**src/rtl/kbx_pkg.sv**
```systemverilog
package kbx_pkg;
  localparam logic [7:0] HDR_B0    = 8'h00;
  localparam logic [7:0] HDR_B1    = 8'h40;
  localparam logic [7:0] KIND_A    = 8'h2C;
  localparam logic [7:0] KIND_B    = 8'h8C;
  localparam logic [7:0] EMPTY_KEY = 8'hFF;
  localparam int         MIN_LEN   = 5;
  localparam int         SLOT_BASE = 3;
  localparam int         NSLOT     = 2;

  typedef struct packed {
    logic                       keep;
    logic [NSLOT-1:0]           slot_ok;
    logic [NSLOT-1:0][7:0]      slot;
  } kbx_class_t;
endpackage

```
**src/rtl/kbx_hdr_check.sv**
```systemverilog
module kbx_hdr_check
  import kbx_pkg::*;
#(
  parameter int MAX_LEN = 8,
  parameter int LEN_W   = $clog2(MAX_LEN + 1)
) (
  input  logic [8*MAX_LEN-1:0] data,
  input  logic [LEN_W-1:0]     len,
  output kbx_class_t           cls
);
  logic [7:0] b0, b1, b2;
  logic       len_ok, hdr_ok, kind_ok;

  assign b0      = data[7:0];
  assign b1      = data[15:8];
  assign b2      = data[23:16];
  assign len_ok  = (len >= LEN_W'(MIN_LEN));
  assign hdr_ok  = (b0 == HDR_B0) && (b1 == HDR_B1);
  assign kind_ok = (b2 == KIND_A) || (b2 == KIND_B);
  assign cls.keep = len_ok && hdr_ok && kind_ok;

  for (genvar g = 0; g < NSLOT; g++) begin : g_slot
    assign cls.slot[g]    = data[8*(SLOT_BASE+g) +: 8];
    assign cls.slot_ok[g] = cls.keep && (cls.slot[g] != EMPTY_KEY);
  end
endmodule

```
**src/rtl/kbx_slot_seq.sv**
```systemverilog
module kbx_slot_seq
  import kbx_pkg::*;
(
  input  logic                  clk,
  input  logic                  rst_n,
  input  logic                  load,
  input  logic [NSLOT-1:0]      slot_ok,
  input  logic [NSLOT-1:0][7:0] slot,
  output logic                  out_valid,
  input  logic                  out_ready,
  output logic [7:0]            out_data,
  output logic                  idle
);
  logic [1:0] pend;
  logic [7:0] q0, q1;
  logic       take;

  assign out_valid = (pend != 2'd0);
  assign out_data  = q0;
  assign idle      = (pend == 2'd0);
  assign take      = out_valid && out_ready;

  always_ff @(posedge clk) begin
    if (!rst_n) begin
      pend <= 2'd0;
      q0   <= 8'h00;
      q1   <= 8'h00;
    end else if (load && idle) begin
      case (slot_ok)
        2'b11:   begin q0 <= slot[0]; q1 <= slot[1]; pend <= 2'd2; end
        2'b01:   begin q0 <= slot[0]; pend <= 2'd1; end
        2'b10:   begin q0 <= slot[1]; pend <= 2'd1; end
        default: pend <= 2'd0;
      endcase
    end else if (take) begin
      q0   <= q1;
      pend <= pend - 2'd1;
    end
  end

  // an offered byte that is not taken stays offered and unchanged
  a_r6_hold_stable: assert property (@(posedge clk) disable iff (!rst_n)
    (out_valid && !out_ready) |=> (out_valid && $stable(out_data)));
endmodule

```
**src/rtl/kbx_drop_ctr.sv**
```systemverilog
module kbx_drop_ctr #(
  parameter int CNT_W = 8
) (
  input  logic             clk,
  input  logic             rst_n,
  input  logic             inc,
  output logic [CNT_W-1:0] count
);
  localparam logic [CNT_W-1:0] TOP = {CNT_W{1'b1}};

  always_ff @(posedge clk) begin
    if (!rst_n)                    count <= '0;
    else if (inc && count != TOP)  count <= count + 1'b1;
  end

  // saturation holds the top value
  a_r8_saturate: assert property (@(posedge clk) disable iff (!rst_n)
    (inc && count == TOP) |=> (count == TOP));
  // below the top, each drop adds exactly one
  a_r8_step: assert property (@(posedge clk) disable iff (!rst_n)
    (inc && count != TOP) |=> (count == $past(count) + 1'b1));
  // no drop, no change
  a_r8_quiet: assert property (@(posedge clk) disable iff (!rst_n)
    !inc |=> $stable(count));
endmodule

```
**src/rtl/kbx_scancode_extract.sv**
```systemverilog
module kbx_scancode_extract
  import kbx_pkg::*;
#(
  parameter int MAX_LEN = 8,
  parameter int CNT_W   = 8,
  localparam int LEN_W  = $clog2(MAX_LEN + 1)
) (
  input  logic                 clk,
  input  logic                 rst_n,
  input  logic                 pkt_valid,
  output logic                 pkt_ready,
  input  logic [8*MAX_LEN-1:0] pkt_data,
  input  logic [LEN_W-1:0]     pkt_len,
  output logic                 key_valid,
  input  logic                 key_ready,
  output logic [7:0]           key_data,
  output logic [CNT_W-1:0]     drop_count
);
  kbx_class_t cls;
  logic       accept, load, drop_inc, seq_idle;

  kbx_hdr_check #(.MAX_LEN(MAX_LEN), .LEN_W(LEN_W)) u_hdr (
    .data (pkt_data),
    .len  (pkt_len),
    .cls  (cls)
  );

  assign pkt_ready = seq_idle;
  assign accept    = pkt_valid && pkt_ready;
  assign load      = accept && (|cls.slot_ok);
  assign drop_inc  = accept && !cls.keep;

  kbx_slot_seq u_seq (
    .clk       (clk),
    .rst_n     (rst_n),
    .load      (load),
    .slot_ok   (cls.slot_ok),
    .slot      (cls.slot),
    .out_valid (key_valid),
    .out_ready (key_ready),
    .out_data  (key_data),
    .idle      (seq_idle)
  );

  kbx_drop_ctr #(.CNT_W(CNT_W)) u_drop (
    .clk   (clk),
    .rst_n (rst_n),
    .inc   (drop_inc),
    .count (drop_count)
  );

  // the empty marker never leaves the block
  a_r4_no_empty_out: assert property (@(posedge clk) disable iff (!rst_n)
    key_valid |-> (key_data != EMPTY_KEY));
  // no packet is taken while a scancode is offered
  a_r6_in_blocked: assert property (@(posedge clk) disable iff (!rst_n)
    key_valid |-> !pkt_ready);
  // a productive packet shows output in the next cycle
  a_r10_next_cycle: assert property (@(posedge clk) disable iff (!rst_n)
    load |=> key_valid);
  // a packet with nothing to emit leaves the input ready
  a_r7_single_cycle: assert property (@(posedge clk) disable iff (!rst_n)
    (accept && !load) |=> (pkt_ready && !key_valid));
endmodule

```
**config.mk**
```make
export PLATFORM = sky130hd
export DESIGN_NAME = kbx_scancode_extract
export DESIGN_NICKNAME = d
export VERILOG_FILES = /design/src/rtl/kbx_pkg.sv /design/src/rtl/kbx_hdr_check.sv /design/src/rtl/kbx_slot_seq.sv /design/src/rtl/kbx_drop_ctr.sv /design/src/rtl/kbx_scancode_extract.sv
export SDC_FILE = /design/constraint.sdc
export NUM_CORES = 1
export LEC_CHECK = 0
export BUFFER_PORTS_ARGS = -buffer_cell sky130_fd_sc_hd__buf_4
export CAP_MARGIN = 20
export CORE_ASPECT_RATIO = 0.9
export CORE_MARGIN = 5
export CORE_UTILIZATION = 30
export CTS_CLUSTER_DIAMETER = 30
export DETAILED_ROUTE_END_ITERATION = 10
export GPL_TIMING_DRIVEN = 0
export SYNTH_ARGS = -nofsm -noshare
export SYNTH_HDL_FRONTEND = slang
export SYNTH_HIERARCHICAL = 1
export SYNTH_SLANG_ARGS = --single-unit
export TNS_END_PERCENT = 20
```
**constraint.sdc**
```tcl
create_clock -name clk -period 2.85 [get_ports clk]
set_input_delay 0.4275 -clock clk [delete_from_list [all_inputs] [get_ports clk]]
set_output_delay 0.4275 -clock clk [all_outputs]
set_load 0.005 [all_outputs]
```
* After elaboration in Yosys (flattened, before gate mapping)
Index checks and enable logic that the tools add are counted.
Operators by class: mux-type cells 6, reduce and logical (&&, ||, !) cells 22, magnitude comparators 1, eq/ne operators 10, $add $sub $neg 2
Operators with widths (number):
- != test 8 bit (second input constant) | 3
- 2-to-1 mux 8 bit | 2
- one-hot mux 8 bit (2 select lines) | 1
- logical AND 1 bit | 11
- adder 8 x 1 -> 8 bit (second input constant) | 1
- == test 8 x 6 -> 1 bit (second input constant) | 1
- == test 8 x 7 -> 1 bit (second input constant) | 1
- == test 8 bit (second input constant) | 1
- zero test 8 bit | 1
- OR reduction 2 bit | 3
- == test 2 bit (second input constant) | 2
- >= comparator 4 x 3 -> 1 bit (second input constant) | 1
- 2-to-1 mux 2 bit | 2
- one-hot mux 2 bit (2 select lines) | 1
- AND reduction 2 bit | 2
- nonzero test 2 bit | 2
- != test 3 bit (second input constant) | 1
- == test 2 x 1 -> 1 bit (second input constant) | 1
- zero test 2 bit | 1
- subtractor 2 x 1 -> 2 bit (second input constant) | 1
- zero test 1 bit | 1
- logical OR 1 bit | 1
Word-level totals: bits in registers 26

* Logic depth before layout (Yosys ltp)
Gate-level depths: netlist (run 1).
depth in word-level cells 10, depth in mapped cells 10, gate-level depth less buffers 8

* Modules after synthesis
The synthesis (run 1) kept the hierarchy.
By module, submodules not included:
- kbx_slot_seq | area each 1004.7 µm², cells an instance 93, seq. area each 360.3 µm², instances 1
- kbx_drop_ctr | area each 404.1 µm², cells an instance 47, seq. area each 160.2 µm², instances 1
- kbx_hdr_check | area each 244.0 µm², cells an instance 36, seq. area each 0.0 µm², instances 1
- kbx_scancode_extract | area each 18.8 µm², cells an instance 2, seq. area each 0.0 µm², instances 1

* Worst setup path after synthesis (run 1)
Ideal clock, no wire load.
path kind input port to flip-flop, from in pkt_data[0], to reg u_seq.q0[0] (netlist: u_seq/out_data[0]), data required time 2721 ps, cell stages on the path 9, path slack 179 ps, data arrival time 2541 ps, buffers on the path 1, cell sequence nor4_1 > o211ai_1 > nor4_1 > inv_1 > ha_1 > buf_6 > o311a_4 > o21ai_4 > o22ai_2
RTL lines:
- start, declared | RTL line kbx_scancode_extract.sv:12 | input logic [8*MAX_LEN-1:0] pkt_data,
- end signal, assigned | RTL line kbx_slot_seq.sv:36 | q0 <= q1;
- end, declared | RTL line kbx_slot_seq.sv:15 | logic [7:0] q0, q1;

==> flow_summary_export.csv, run 1 <==
group,metric,value,unit
run_status,outcome,"completed",
pwr,power_per_cell_area,335.1,nW/um^2
routing,dr.pass1.iters,4,
yosys,postSynth.asyncResetShare,0,
timing,slew_headroom,0.6505,
pwr,irDropWorstVdd,192.7,uV
timing,clock_skew,0.003542,ns
placed_design,half_perimeter_wire_length_after_placement,3325,um
timing,drv_slew,0,
timing,worst_slew_pin_slew,0.5228,ns
placed_design,globalplace.congestion,0.7143,
die,floorplan.die.width,88.69,um
placed_design,placement.io_buffers,65,
clock_network,tritoncts,"done",
clock_network,tritoncts.num_buffers,3,
routing,drt_drc_violations_left,0,
layout,flow.area_growth_from_synthesis,38.77,%
setup_path,reg2reg_to,"u_drop/count[6]$_SDFFE_PN0P_",
setup_path,worst_ep_arrival_time,2.80,ns
yosys,synth_area_leader_cell,"sky130_fd_sc_hd__dfxtp_1",
setup_path,reg_to_reg_critical_path_startpoint,"u_seq/pend[0]$_SDFFE_PN0P_",
setup_path,crit_start,"pkt_data[0]",
yosys,synth_edf_count,0,
routing,detail_route.vias_per_cell,4.761,
placed_design,placed_area,2243,um^2
yosys,yosys_register_bits,26,
global_route,grt_max_degree,15,
die,die_height,80.82,um
die,placeableCoreArea,5318,um^2
yosys,synth_top_flop_cell,"sky130_fd_sc_hd__dfxtp_1",
clock_network,cts_hold_repair.buffers,0,
timing,report.final.setup_viol,0,
setup_path,worst_setup_path_start_kind,"input pin",
die,fp.dieArea,7167,um^2
yosys,post_synth_main_area_contributors,"sky130_fd_sc_hd__dfxtp_1 31%, sky130_fd_sc_hd__mux2i_1 11%, sky130_fd_sc_hd__buf_4 7.2%",
setup_path,cp.required,3.00,ns
yosys,synth_common_cells,"26 x sky130_fd_sc_hd__dfxtp_1, 18 x sky130_fd_sc_hd__mux2i_1, 17 x sky130_fd_sc_hd__nand2_1, 16 x sky130_fd_sc_hd__buf_4",
setup_path,critPathKind,"in -> reg",
global_route,first_global_vias,1499,
die,initial_core_util,0.3144,
setup_path,worstSetupEndpoint,"u_seq/out_data[2]$_SDFFE_PN0P_",
clock_network,htree_num_levels,1,
job,max_cap_violations,0,
setup_path,r2r_setup_slack,1.02,ns
routing,dr_wl_met2,2004,um
layout,final_layout_size_suffix_gt1_frac,0.4534,
setup_path,reg2regPathDepth,6,
die,floorplan.io_pins,90,
timing,peak_clock_frequency_supported_by_timing,0.3772,GHz
yosys,ys_seq_area_frac,0.3114,
layout,final_net_count,325,
global_route,grt_pass1_wl,6768,um
placed_design,preCtsSetupSlack,-0.2947,ns
routing,drt_wl_total,4159,um
routing,wl_met1,1818,um
yosys,post_synth.cell_area_avg,9.391,um^2
clock_network,cts.reportedPaths.clkPinSlew,0.09,ns
routing,detailroute.via_count,1495,
routing,routed-wl-met3,287,um
timing,final_hold_violations,0,
routing,wirelength_per_cell,13.25,um
timing,setup_slack,0.1991,ns
clock_network,buffers_from_clock_root_to_sink_at_most,2,
timing,final_min_period_over_clock_period,0.9302,
min_path,holdCritPathClass,"in -> reg",
yosys,syn-num-nets,255,
clock_network,clk-insertion-delay-late,0.27,ns
setup_path,worst_setup_path_end_kind,"register",
routing,top_layer_used,"met4",
layout,non_filler_cell_area_final,2320,um^2
yosys,ys_warn_count,6,
routing,drt_first_iter_violations,51,
global_route,grt_antenna_before_repair,0,
clock_network,clock-root-buffer,"sky130_fd_sc_hd__clkbuf_8",
global_route,grt_overflow,0,
timing,finalCriticalPeriod,2.651,ns
yosys,post-synth-top-count-cell,"sky130_fd_sc_hd__dfxtp_1",
yosys,post_synth_instance_area,1672,um^2
yosys,postSynthCellCount,178,
routing,antenna_left,0,
pwr,leakage_power_total,1.090,nW
yosys,yosys.cell_types.count,43,
timing,grt_setup_unrepaired,"true",
yosys,yosys.area.top_type_share,0.3114,
clock_network,postCtsSetupBuffers,0,
clock_network,cts_num_sinks,26,
global_route,grtUsageTotal,0.1206,
layout,insertedDiodeCount,0,
setup_path,worst-path-max-fanout,9,
die,std_cell_rows,25,
-- where the power goes --
| group | total, mW | internal [mW] | leakage, nW | switching [mW] |
|---|---|---|---|---|
| Combinational | 0.158 | 0.0984 | 0.851 | 0.0601 |
| Sequential | 0.377 | 0.370 | 0.210 | 0.00713 |
| Clock | 0.241 | 0.124 | 0.0288 | 0.118 |
| Total | 0.777 | 0.592 | 1.09 | 0.185 |
-- placed cells by master (no fill, tap or decap), drive strengths merged, types with 3 or more instances in the layout --
cell type | synthesis | final
a21oi | 5 | 5
and3 | 3 | 3
buf | 20 | 85
clkbuf | 2 | 6
dfxtp | 26 | 26
ha | 5 | 5
inv | 7 | 7
mux2 | 8 | 8
mux2i | 18 | 18
nand2 | 17 | 17
nand3 | 4 | 4
nand4 | 6 | 6
nor2 | 3 | 3
nor2b | 8 | 8
nor3 | 4 | 4
nor4 | 5 | 5
o22ai | 9 | 9
-- through the flow --
stage	total power [mW]	cells	TNS, ns	hold slack [ns]	utilization
floorplan	0.4638	178	0	0.4718	-
global placement	0.5436	310	-1.507	0.4803	0.4219
detailed placement	0.5463	310	-3.010	0.4772	0.4219
CTS	0.7884	314	0	0.4541	0.4334
global route	0.8211	314	-0.002148	0.4819	0.4362
finish	0.7773	314	0	0.4540	0.4362
-- per-layer routing --
metal  track usage  vias up
met2        0.2107       38
met1        0.1464      681
li1              -      772
met4       0.02870        0
met3       0.03245        4
met5             0        -
-- final cells by class --
| cell class | instances | area [um^2] |
|---|---|---|
| tap | 67 | 83.83 |
| buffer | 22 | 160.2 |
| timing repair buffer | 65 | 488.0 |
| clock buffer | 4 | 55.05 |
| multi-input combinational | 123 | 985.9 |
| fill | 535 | 2998 |
| inverter | 7 | 26.28 |
| sequential | 26 | 520.5 |
-- worst min-delay path by stage --
stage / startpoint / end / cells after the start
6_report: rst_n / u_drop/count[3]$_SDFFE_PN0P_ / 3
4_1_cts: rst_n / u_drop/count[3]$_SDFFE_PN0P_ / 3
2_1_floorplan: u_seq/pend[1]$_SDFFE_PN0P_ / u_seq/pend[1]$_SDFFE_PN0P_ / 1
5_1_grt: rst_n / u_drop/count[6]$_SDFFE_PN0P_ / 2
3_5_place_dp: u_seq/out_data[6]$_SDFFE_PN0P_ / u_seq/out_data[6]$_SDFFE_PN0P_ / 2
3_3_place_gp: u_seq/out_data[4]$_SDFFE_PN0P_ / u_seq/out_data[4]$_SDFFE_PN0P_ / 2
-- cells by family after synthesis --
family	synth area share
AOI/OAI and AO/OA	0.1729
xor gates and xnor gates	0.005240
adders and majority gates	0.03743
buffers and inverters	0.1115
DFF	0.3114
muxes	0.1617
and+or+nand+nor	0.1999
-- what timing repair did --
action                     in CTS  in global routing
setup endpoints to repair       1                 16
hold endpoints to repair        0                  0
gates resized for setup         1                  2
-- critical path: stages --
cell and delay (ns):
sky130_fd_sc_hd__buf_4 0.11, sky130_fd_sc_hd__nor4_1 0.31, sky130_fd_sc_hd__o211ai_1 0.26, sky130_fd_sc_hd__nor4_4 0.42, sky130_fd_sc_hd__inv_1 0.08, sky130_fd_sc_hd__ha_1 0.21
sky130_fd_sc_hd__buf_6 0.15, sky130_fd_sc_hd__o311a_4 0.39, sky130_fd_sc_hd__o21ai_4 0.30, sky130_fd_sc_hd__o22ai_2 0.14
-- registers in the layout, summed over array words and instances (netlist names) --
name            flops
u_drop/count        8
u_seq/out_data      8
u_seq/q1            8
u_seq/pend          2
Power figures use the tool's default switching activity.
==> inputs of run 2 (changes only) <==
Settings changed: CELL_PAD_IN_SITES_DETAIL_PLACEMENT from default to 2, CELL_PAD_IN_SITES_GLOBAL_PLACEMENT from default to 2, CORE_UTILIZATION 30 to 22, PLACE_DENSITY_LB_ADDON from default to 0.1, SYNTH_HIERARCHICAL 1 to default.
==> run 2 against run 1 <==
Net effect: wire length is 27% higher; combinational power is 6% lower; clock-buffer cell count is 1 lower; worst setup slack worse by 0.0019 ns; sequential share of layout area is 0.63 points higher; via count is 6.8% higher; worst hold slack worse by 0.025 ns; maximum frequency hardly changed; register-to-register slack worse by 0.02 ns; synthesized area is 9.0% lower; clock skew is 0.0028 ns higher; sequential cell count stayed put; critical path type unchanged; critical endpoint is now u_seq.out_data[5]$_SDFFE_PN0P_; largest power group unchanged.
==> flow_summary_export.csv, run 2 <==
group,metric,value,unit
pwr,comb_power_share,0.199,
layout,flow.area_growth_from_synthesis,48.27,%
routing,dr_wl_met2,2336,um
placed_design,half_perimeter_wire_length_after_placement,4326,um
routing,wirelength_per_cell,15.44,um
run_status,outcome,"completed",
placed_design,placement.io_buffers,64,
setup_path,timing.critical_path.slowest_cell_delay,0.39,ns
setup_path,cp.required,3.06,ns
yosys,post_synth.cell_area_avg,8.224,um^2
global_route,grt_overflow,0,
routing,top_layer_used,"met4",
setup_path,worstPathCellList,"buf_4 > nor4_4 > nand3_1 > nor4_4 > o21a_1 > inv_1 > ha_1 > nand3b_1 > o21a_4 > buf_2 > a211oi_1 > a21oi_1 > nor2b_1",
yosys,synth_common_cells,"27 x sky130_fd_sc_hd__nand2_1, 26 x sky130_fd_sc_hd__dfxtp_1, 12 x sky130_fd_sc_hd__mux2i_1, 11 x sky130_fd_sc_hd__nor2_1",
yosys,ys_seq_area_frac,0.3421,
job,max_cap_violations,0,
routing,detailroute.via_count,1596,
pwr,irDropWorstVdd,161.8,uV
timing,setup_slack,0.1972,ns
die,initial_core_util,0.2286,
setup_path,reg_to_reg_critical_path_startpoint,"u_seq.pend[0]$_SDFFE_PN0P_",
pwr,internal_power,0.5478,mW
yosys,yosys_register_bits,26,
setup_path,worst_setup_path_start_kind,"input pin",
pwr,p_switching,0.1985,mW
die,floorplan.io_pins,90,
timing,totalNegativeSetupSlack,0,ns
yosys,postSynth.asyncResetShare,0,
pwr,power_per_cell_area,330.8,nW/um^2
clock_network,htree_num_levels,1,
placed_design,globalplace.congestion,0.6960,
timing,report.final.setup_viol,0,
min_path,whs_path_depth,3,
timing,drv_slew,0,
clock_network,cts.reportedPaths.clkPinSlew,0.10,ns
routing,antenna_left,0,
die,std_cell_rows,28,
setup_path,slowest_stage,"sky130_fd_sc_hd__nor4_4",
layout,final_cell_mix,"68 x sky130_fd_sc_hd__buf_4, 26 x sky130_fd_sc_hd__dfxtp_1, 25 x sky130_fd_sc_hd__nand2_1",
clock_network,tritoncts,"done",
layout,layout.cells.most_common,"sky130_fd_sc_hd__buf_4",
routing,detail_route.vias_per_cell,4.653,
timing,slew_headroom,0.6321,
timing,clock_skew,0.006304,ns
yosys,post_synth_main_area_contributors,"sky130_fd_sc_hd__dfxtp_1 34%, sky130_fd_sc_hd__mux2i_1 7.9%, sky130_fd_sc_hd__nand2_1 6.7%",
yosys,post-synth-top-count-cell,"sky130_fd_sc_hd__nand2_1",
routing,routed-wl-met3,304,um
layout,insertedDiodeCount,0,
die,floorplan.die.width,97.66,um
setup_path,r2r_setup_slack,1.00,ns
setup_path,critPathKind,"in -> reg",
yosys,syn-num-nets,263,
clock_network,tritoncts.num_buffers,3,
global_route,grt_antenna_before_repair,0,
global_route,grtUsageTotal,0.1232,
timing,final_min_period_over_clock_period,0.9308,
die,fp.dieArea,8681,um^2
pwr,swShare,0.2660,
clock_network,cts_num_sinks,26,
setup_path,cp_num_buf_inv,3,
yosys,synth_top_flop_cell,"sky130_fd_sc_hd__dfxtp_1",
yosys,post_synth_instance_area,1521,um^2
timing,whs,0.4292,ns
die,placeableCoreArea,6656,um^2
pwr,leakage_power_total,0.8803,nW
global_route,grt_pass1_wl,8680,um
routing,drt_first_iter_violations,48,
global_route,first_global_vias,1854,
routing,drt_drc_violations_left,0,
yosys,postSynthCellCount,185,
routing,drt_wl_total,5296,um
clock_network,clk-insertion-delay-late,0.27,ns
setup_path,reg2reg_to,"u_seq.pend[1]$_SDFFE_PN0P_",
global_route,grt_max_degree,14,
routing,wl_met1,2626,um
timing,worst_slew_pin_slew,0.5519,ns
setup_path,worst-path-max-fanout,10,
setup_path,worst_setup_path_end_kind,"register",
pwr,power_frac_clock,0.291,
routing,dr.pass1.iters,2,
min_path,worstHoldEndpoint,"u_seq.q1[2]$_SDFFE_PN0P_",
timing,peak_clock_frequency_supported_by_timing,0.3770,GHz
pwr,total_power,0.7463,mW
min_path,holdCritPathClass,"in -> reg",
yosys,yosys.cell_types.count,36,
clock_network,buffers_from_clock_root_to_sink_at_most,2,
clock_network,cts_hold_repair.buffers,0,
setup_path,worst_ep_arrival_time,2.87,ns
placed_design,preCtsSetupSlack,-1.253,ns
setup_path,timing.critical_path.max_delay_family,"simple AND/OR/NAND/NOR gates",
timing,final_hold_violations,0,
layout,final_util,0.3389,
layout,final_layout_size_suffix_gt1_frac,0.3360,
yosys,synth_area_leader_cell,"sky130_fd_sc_hd__dfxtp_1",
timing,finalCriticalPeriod,2.653,ns
setup_path,critPathMostFrequentCell,"sky130_fd_sc_hd__nor4_4",
min_path,timing.hold.worst.start,"pkt_data[34]",
die,die_height,88.90,um
yosys,ys_warn_count,0,
yosys,synth_edf_count,0,
yosys,yosys.area.top_type_share,0.3421,
clock_network,clock-root-buffer,"sky130_fd_sc_hd__clkbuf_8",
layout,final_net_count,333,
setup_path,reg2regPathDepth,8,
pwr,power.share.sequential,0.510,
[run 2: cell types whose count changed in the layout (fill, tap and decap cells not counted), sizes merged, moves of 4 or more]
cell    previous run  this run
a21oi              5         9
nor2               3        11
buf               85        70
a211oi             2         8
a21boi             2        11
o22ai              9         1
mux2               8         0
o31ai              0         4
nand2             17        27
mux2i             18        12
[run 2: worst max-delay path by stage]
stage | start | end | slack, ns | depth (start not counted)
floorplan | pkt_data[1] | u_seq.q1[0]$_SDFFE_PN0P_ | 0.006 | 11
global placement | pkt_data[1] | u_seq.q1[0]$_SDFFE_PN0P_ | -1.22 | 12
detailed placement | pkt_data[1] | u_seq.q1[0]$_SDFFE_PN0P_ | -1.25 | 12
CTS | pkt_data[0] | u_seq.out_data[6]$_SDFFE_PN0P_ | -0.007 | 12
global route | pkt_data[0] | u_seq.out_data[6]$_SDFFE_PN0P_ | -0.02 | 13
finish | pkt_data[9] | u_seq.out_data[5]$_SDFFE_PN0P_ | 0.20 | 13
[run 2: final cells by class]
cell class | count | area (um^2)
Buffer | 7 | 42.54
Clock buffer | 3 | 41.29
Fill cell | 798 | 4400
Inverter | 7 | 26.28
Multi-Input combinational cell | 143 | 1010
Sequential cell | 26 | 520.5
Tap cell | 90 | 112.6
Timing Repair Buffer | 67 | 503.0
[run 2: kinds of logic (layout without fill, tap and decap cells)]
group           after synthesis  count (layout)  synth area share
flops                        26              26            0.3421
simple gates                 83              83            0.2961
mux                          12              12           0.07895
xor+xnor                      1               1          0.005758
compound gates               41              41            0.1826
buf+inv                      16              84           0.04523
fa+ha+maj                     6               6           0.04934
[run 2: repair_timing]
| item | 4_1_cts | 5_1_grt |
|---|---|---|
| setup buffers | 0 | 3 |
| resized for setup | 9 | 11 |
| setup endpoints to repair | 17 | 17 |
| pin swaps | 0 | 2 |
[run 2: metal layers]
layer	up-vias	global-route usage
met4	0	0.01887
met5	-	0
met1	749	0.1613
met2	44	0.2066
met3	2	0.03744
li1	801	-
[run 2: through the flow]
step                      cells  instance area [um^2]
after global routing        343                  2256
after floorplan             185                  1521
after CTS                   341                  2187
final                       343                  2256
after detailed placement    339                  2115
after global placement      339                  2115
[run 2: worst reg2reg max path: stages, from the launching register on]
cell,delay (ns)
sky130_fd_sc_hd__dfxtp_1,0.37
sky130_fd_sc_hd__inv_1,0.06
sky130_fd_sc_hd__ha_1,0.28
sky130_fd_sc_hd__and3b_1,0.21
sky130_fd_sc_hd__clkbuf_4,0.18
sky130_fd_sc_hd__buf_4,0.20
sky130_fd_sc_hd__nand2_2,0.19
sky130_fd_sc_hd__o21ai_0,0.11
sky130_fd_sc_hd__and2_1,0.16
[run 2: power groups by stage]
stage,logic (mW),registers (mW),clock network [mW]
2_1_floorplan,0.0544,0.386,0
3_3_place_gp,0.139,0.389,0
3_5_place_dp,0.142,0.389,0
4_1_cts,0.145,0.381,0.233
5_1_grt,0.165,0.383,0.250
6_report,0.148,0.381,0.217
==> inputs of run 3 (changes only) <==
Settings changed: CTS_CLUSTER_DIAMETER 30 to 150, RECOVER_POWER from default to 25.
==> run 3 against run 2 <==
Net effect: non-clock buffer count is the same; sequential share of layout area is the same; sequential cell count is the same; final cell count is the same; via count shrank 0.13%; die area is the same; total power grew 0.21%; utilization is the same; wire length shrank 0.38%; largest cell class unchanged.
==> flow_summary_export.csv, run 3 (synthesized netlist as in run 2, its figures left out) <==
group,metric,value,unit
pwr,p_switching,0.2000,mW
pwr,comb_power_share,0.198,
routing,detailroute.via_count,1594,
setup_path,r2r_setup_slack,1.01,ns
routing,wirelength_per_cell,15.38,um
clock_network,clock-root-buffer,"sky130_fd_sc_hd__clkbuf_8",
timing,drv_slew,0,
placed_design,half_perimeter_wire_length_after_placement,4326,um
layout,insertedDiodeCount,0,
die,fp.dieArea,8681,um^2
setup_path,critPathKind,"in -> reg",
layout,stdcell_count,343,
setup_path,reg_to_reg_critical_path_startpoint,"u_seq.pend[0]$_SDFFE_PN0P_",
clock_network,buffers_from_clock_root_to_sink_at_most,2,
setup_path,worstPathCellList,"buf_4 > nor4_4 > nand3_1 > nor4_4 > o21a_1 > inv_1 > ha_1 > nand3b_1 > o21a_4 > buf_2 > a211oi_1 > a21oi_1 > nor2b_1",
pwr,internal_power,0.5479,mW
clock_network,cts_num_sinks,26,
setup_path,timing.critical_path.max_delay_family,"simple AND/OR/NAND/NOR gates",
pwr,power_frac_clock,0.292,
job,max_cap_violations,0,
setup_path,cp_num_buf_inv,3,
setup_path,worst_setup_path_end_kind,"register",
global_route,grt_antenna_before_repair,0,
clock_network,tritoncts.num_buffers,3,
setup_path,reg2reg_to,"u_seq.pend[1]$_SDFFE_PN0P_",
timing,peak_clock_frequency_supported_by_timing,0.3773,GHz
routing,antenna_left,0,
min_path,timing.hold.worst.start,"pkt_data[34]",
setup_path,worst_setup_path_start_kind,"input pin",
die,initial_core_util,0.2286,
min_path,worstHoldEndpoint,"u_seq.q1[2]$_SDFFE_PN0P_",
layout,flow.area_growth_from_synthesis,48.27,%
die,placeableCoreArea,6656,um^2
die,floorplan.io_pins,90,
setup_path,worst_ep_arrival_time,2.87,ns
global_route,first_global_vias,1854,
setup_path,critPathMostFrequentCell,"sky130_fd_sc_hd__nor4_4",
timing,final_min_period_over_clock_period,0.9299,
layout,final_cell_mix,"58 x sky130_fd_sc_hd__buf_4, 26 x sky130_fd_sc_hd__dfxtp_1, 25 x sky130_fd_sc_hd__nand2_1",
pwr,power_per_cell_area,331.5,nW/um^2
routing,detail_route.vias_per_cell,4.647,
placed_design,placement.io_buffers,64,
clock_network,htree_num_levels,1,
run_status,outcome,"completed",
placed_design,dp_cells,339,
routing,drt_wl_total,5276,um
timing,final_hold_violations,0,
placed_design,globalplace.congestion,0.6960,
layout,final_layout_size_suffix_gt1_frac,0.3360,
routing,dr.pass1.iters,4,
pwr,leakage_power_total,0.8744,nW
timing,report.final.setup_viol,0,
clock_network,cts_hold_repair.buffers,0,
timing,clock_skew,0.005925,ns
die,std_cell_rows,28,
min_path,whs_path_depth,3,
pwr,total_power,0.7479,mW
global_route,grt_overflow,0,
pwr,irDropWorstVdd,162.4,uV
layout,layout.cells.most_common,"sky130_fd_sc_hd__buf_4",
global_route,grtUsageTotal,0.1232,
setup_path,slowest_stage,"sky130_fd_sc_hd__nor4_4",
die,die_height,88.90,um
layout,final_net_count,333,
clock_network,tritoncts,"done",
setup_path,worst-path-max-fanout,10,
global_route,grt_max_degree,14,
clock_network,clk-insertion-delay-late,0.28,ns
routing,drt_drc_violations_left,0,
timing,slew_headroom,0.6395,
die,floorplan.die.width,97.66,um
pwr,power.share.sequential,0.509,
timing,finalCriticalPeriod,2.650,ns
pwr,swShare,0.2674,
setup_path,timing.critical_path.slowest_cell_delay,0.40,ns
global_route,grt_pass1_wl,8680,um
setup_path,cp.required,3.07,ns
clock_network,cts.reportedPaths.clkPinSlew,0.10,ns
setup_path,reg2regPathDepth,8,
timing,worst_slew_pin_slew,0.5367,ns
routing,drt_first_iter_violations,54,
min_path,holdCritPathClass,"in -> reg",
==> run 3: timing repair <==
item                                    4_1_cts  5_1_grt
endpoints found under the setup margin       17       17
pin swaps                                     0        2
buffers inserted                              0        3
resized for setup                             9       11
==> run 3: worst max-delay path by stage <==
stage / from / to / cells after the start
CTS: pkt_data[0] / u_seq.out_data[6]$_SDFFE_PN0P_ / 12
finish: pkt_data[9] / u_seq.out_data[5]$_SDFFE_PN0P_ / 13
detailed placement: pkt_data[1] / u_seq.q1[0]$_SDFFE_PN0P_ / 12
global placement: pkt_data[1] / u_seq.q1[0]$_SDFFE_PN0P_ / 12
global route: pkt_data[0] / u_seq.out_data[6]$_SDFFE_PN0P_ / 13
floorplan: pkt_data[1] / u_seq.q1[0]$_SDFFE_PN0P_ / 11
==> run 3: area by class of cell <==
type / instances / area [um^2]
tap: 90 / 112.6
inverter: 7 / 26.28
multi-input combinational: 143 / 1010
sequential: 26 / 520.5
timing repair buffer: 67 / 503.0
fill: 798 / 4400
buffer: 7 / 42.54
clock buffer: 3 / 41.29
==> run 3: metrics by stage <==
step / TNS (ns) / hold WS, ns / setup slack [ns] / utilization / area [um^2]
after global placement: -19.00 / 0.4579 / -1.224 / 0.3177 / 2115
final: 0 / 0.4272 / 0.1999 / 0.3389 / 2256
after CTS: -0.006681 / 0.4224 / -0.006681 / 0.3286 / 2187
after global routing: -0.01709 / 0.4155 / -0.01709 / 0.3389 / 2256
after floorplan: 0 / 0.4439 / 0.006440 / - / 1521
after detailed placement: -19.43 / 0.4640 / -1.253 / 0.3177 / 2115
==> run 3: power groups by stage <==
stage	registers, mW	logic, mW	clock network (mW)
2_1_floorplan	0.386	0.0544	0
3_3_place_gp	0.389	0.139	0
3_5_place_dp	0.389	0.142	0
4_1_cts	0.381	0.145	0.233
5_1_grt	0.383	0.165	0.250
6_report	0.381	0.148	0.219
==> run 3: routing by layer <==
layer,routed length [um],global-route usage,vias up
met3,321,0.03744,2
li1,-,-,801
met4,23,0.01887,0
met5,0,0,-
met2,2335,0.2066,46
met1,2596,0.1613,745
==> run 3: worst min-delay path: cells and delay by family <==
kind	cells	cell delay, ns
AOI/OAI and AO/OA	1	0.06
buffers and inverters	1	0.12
and+or+nand+nor	1	0.05
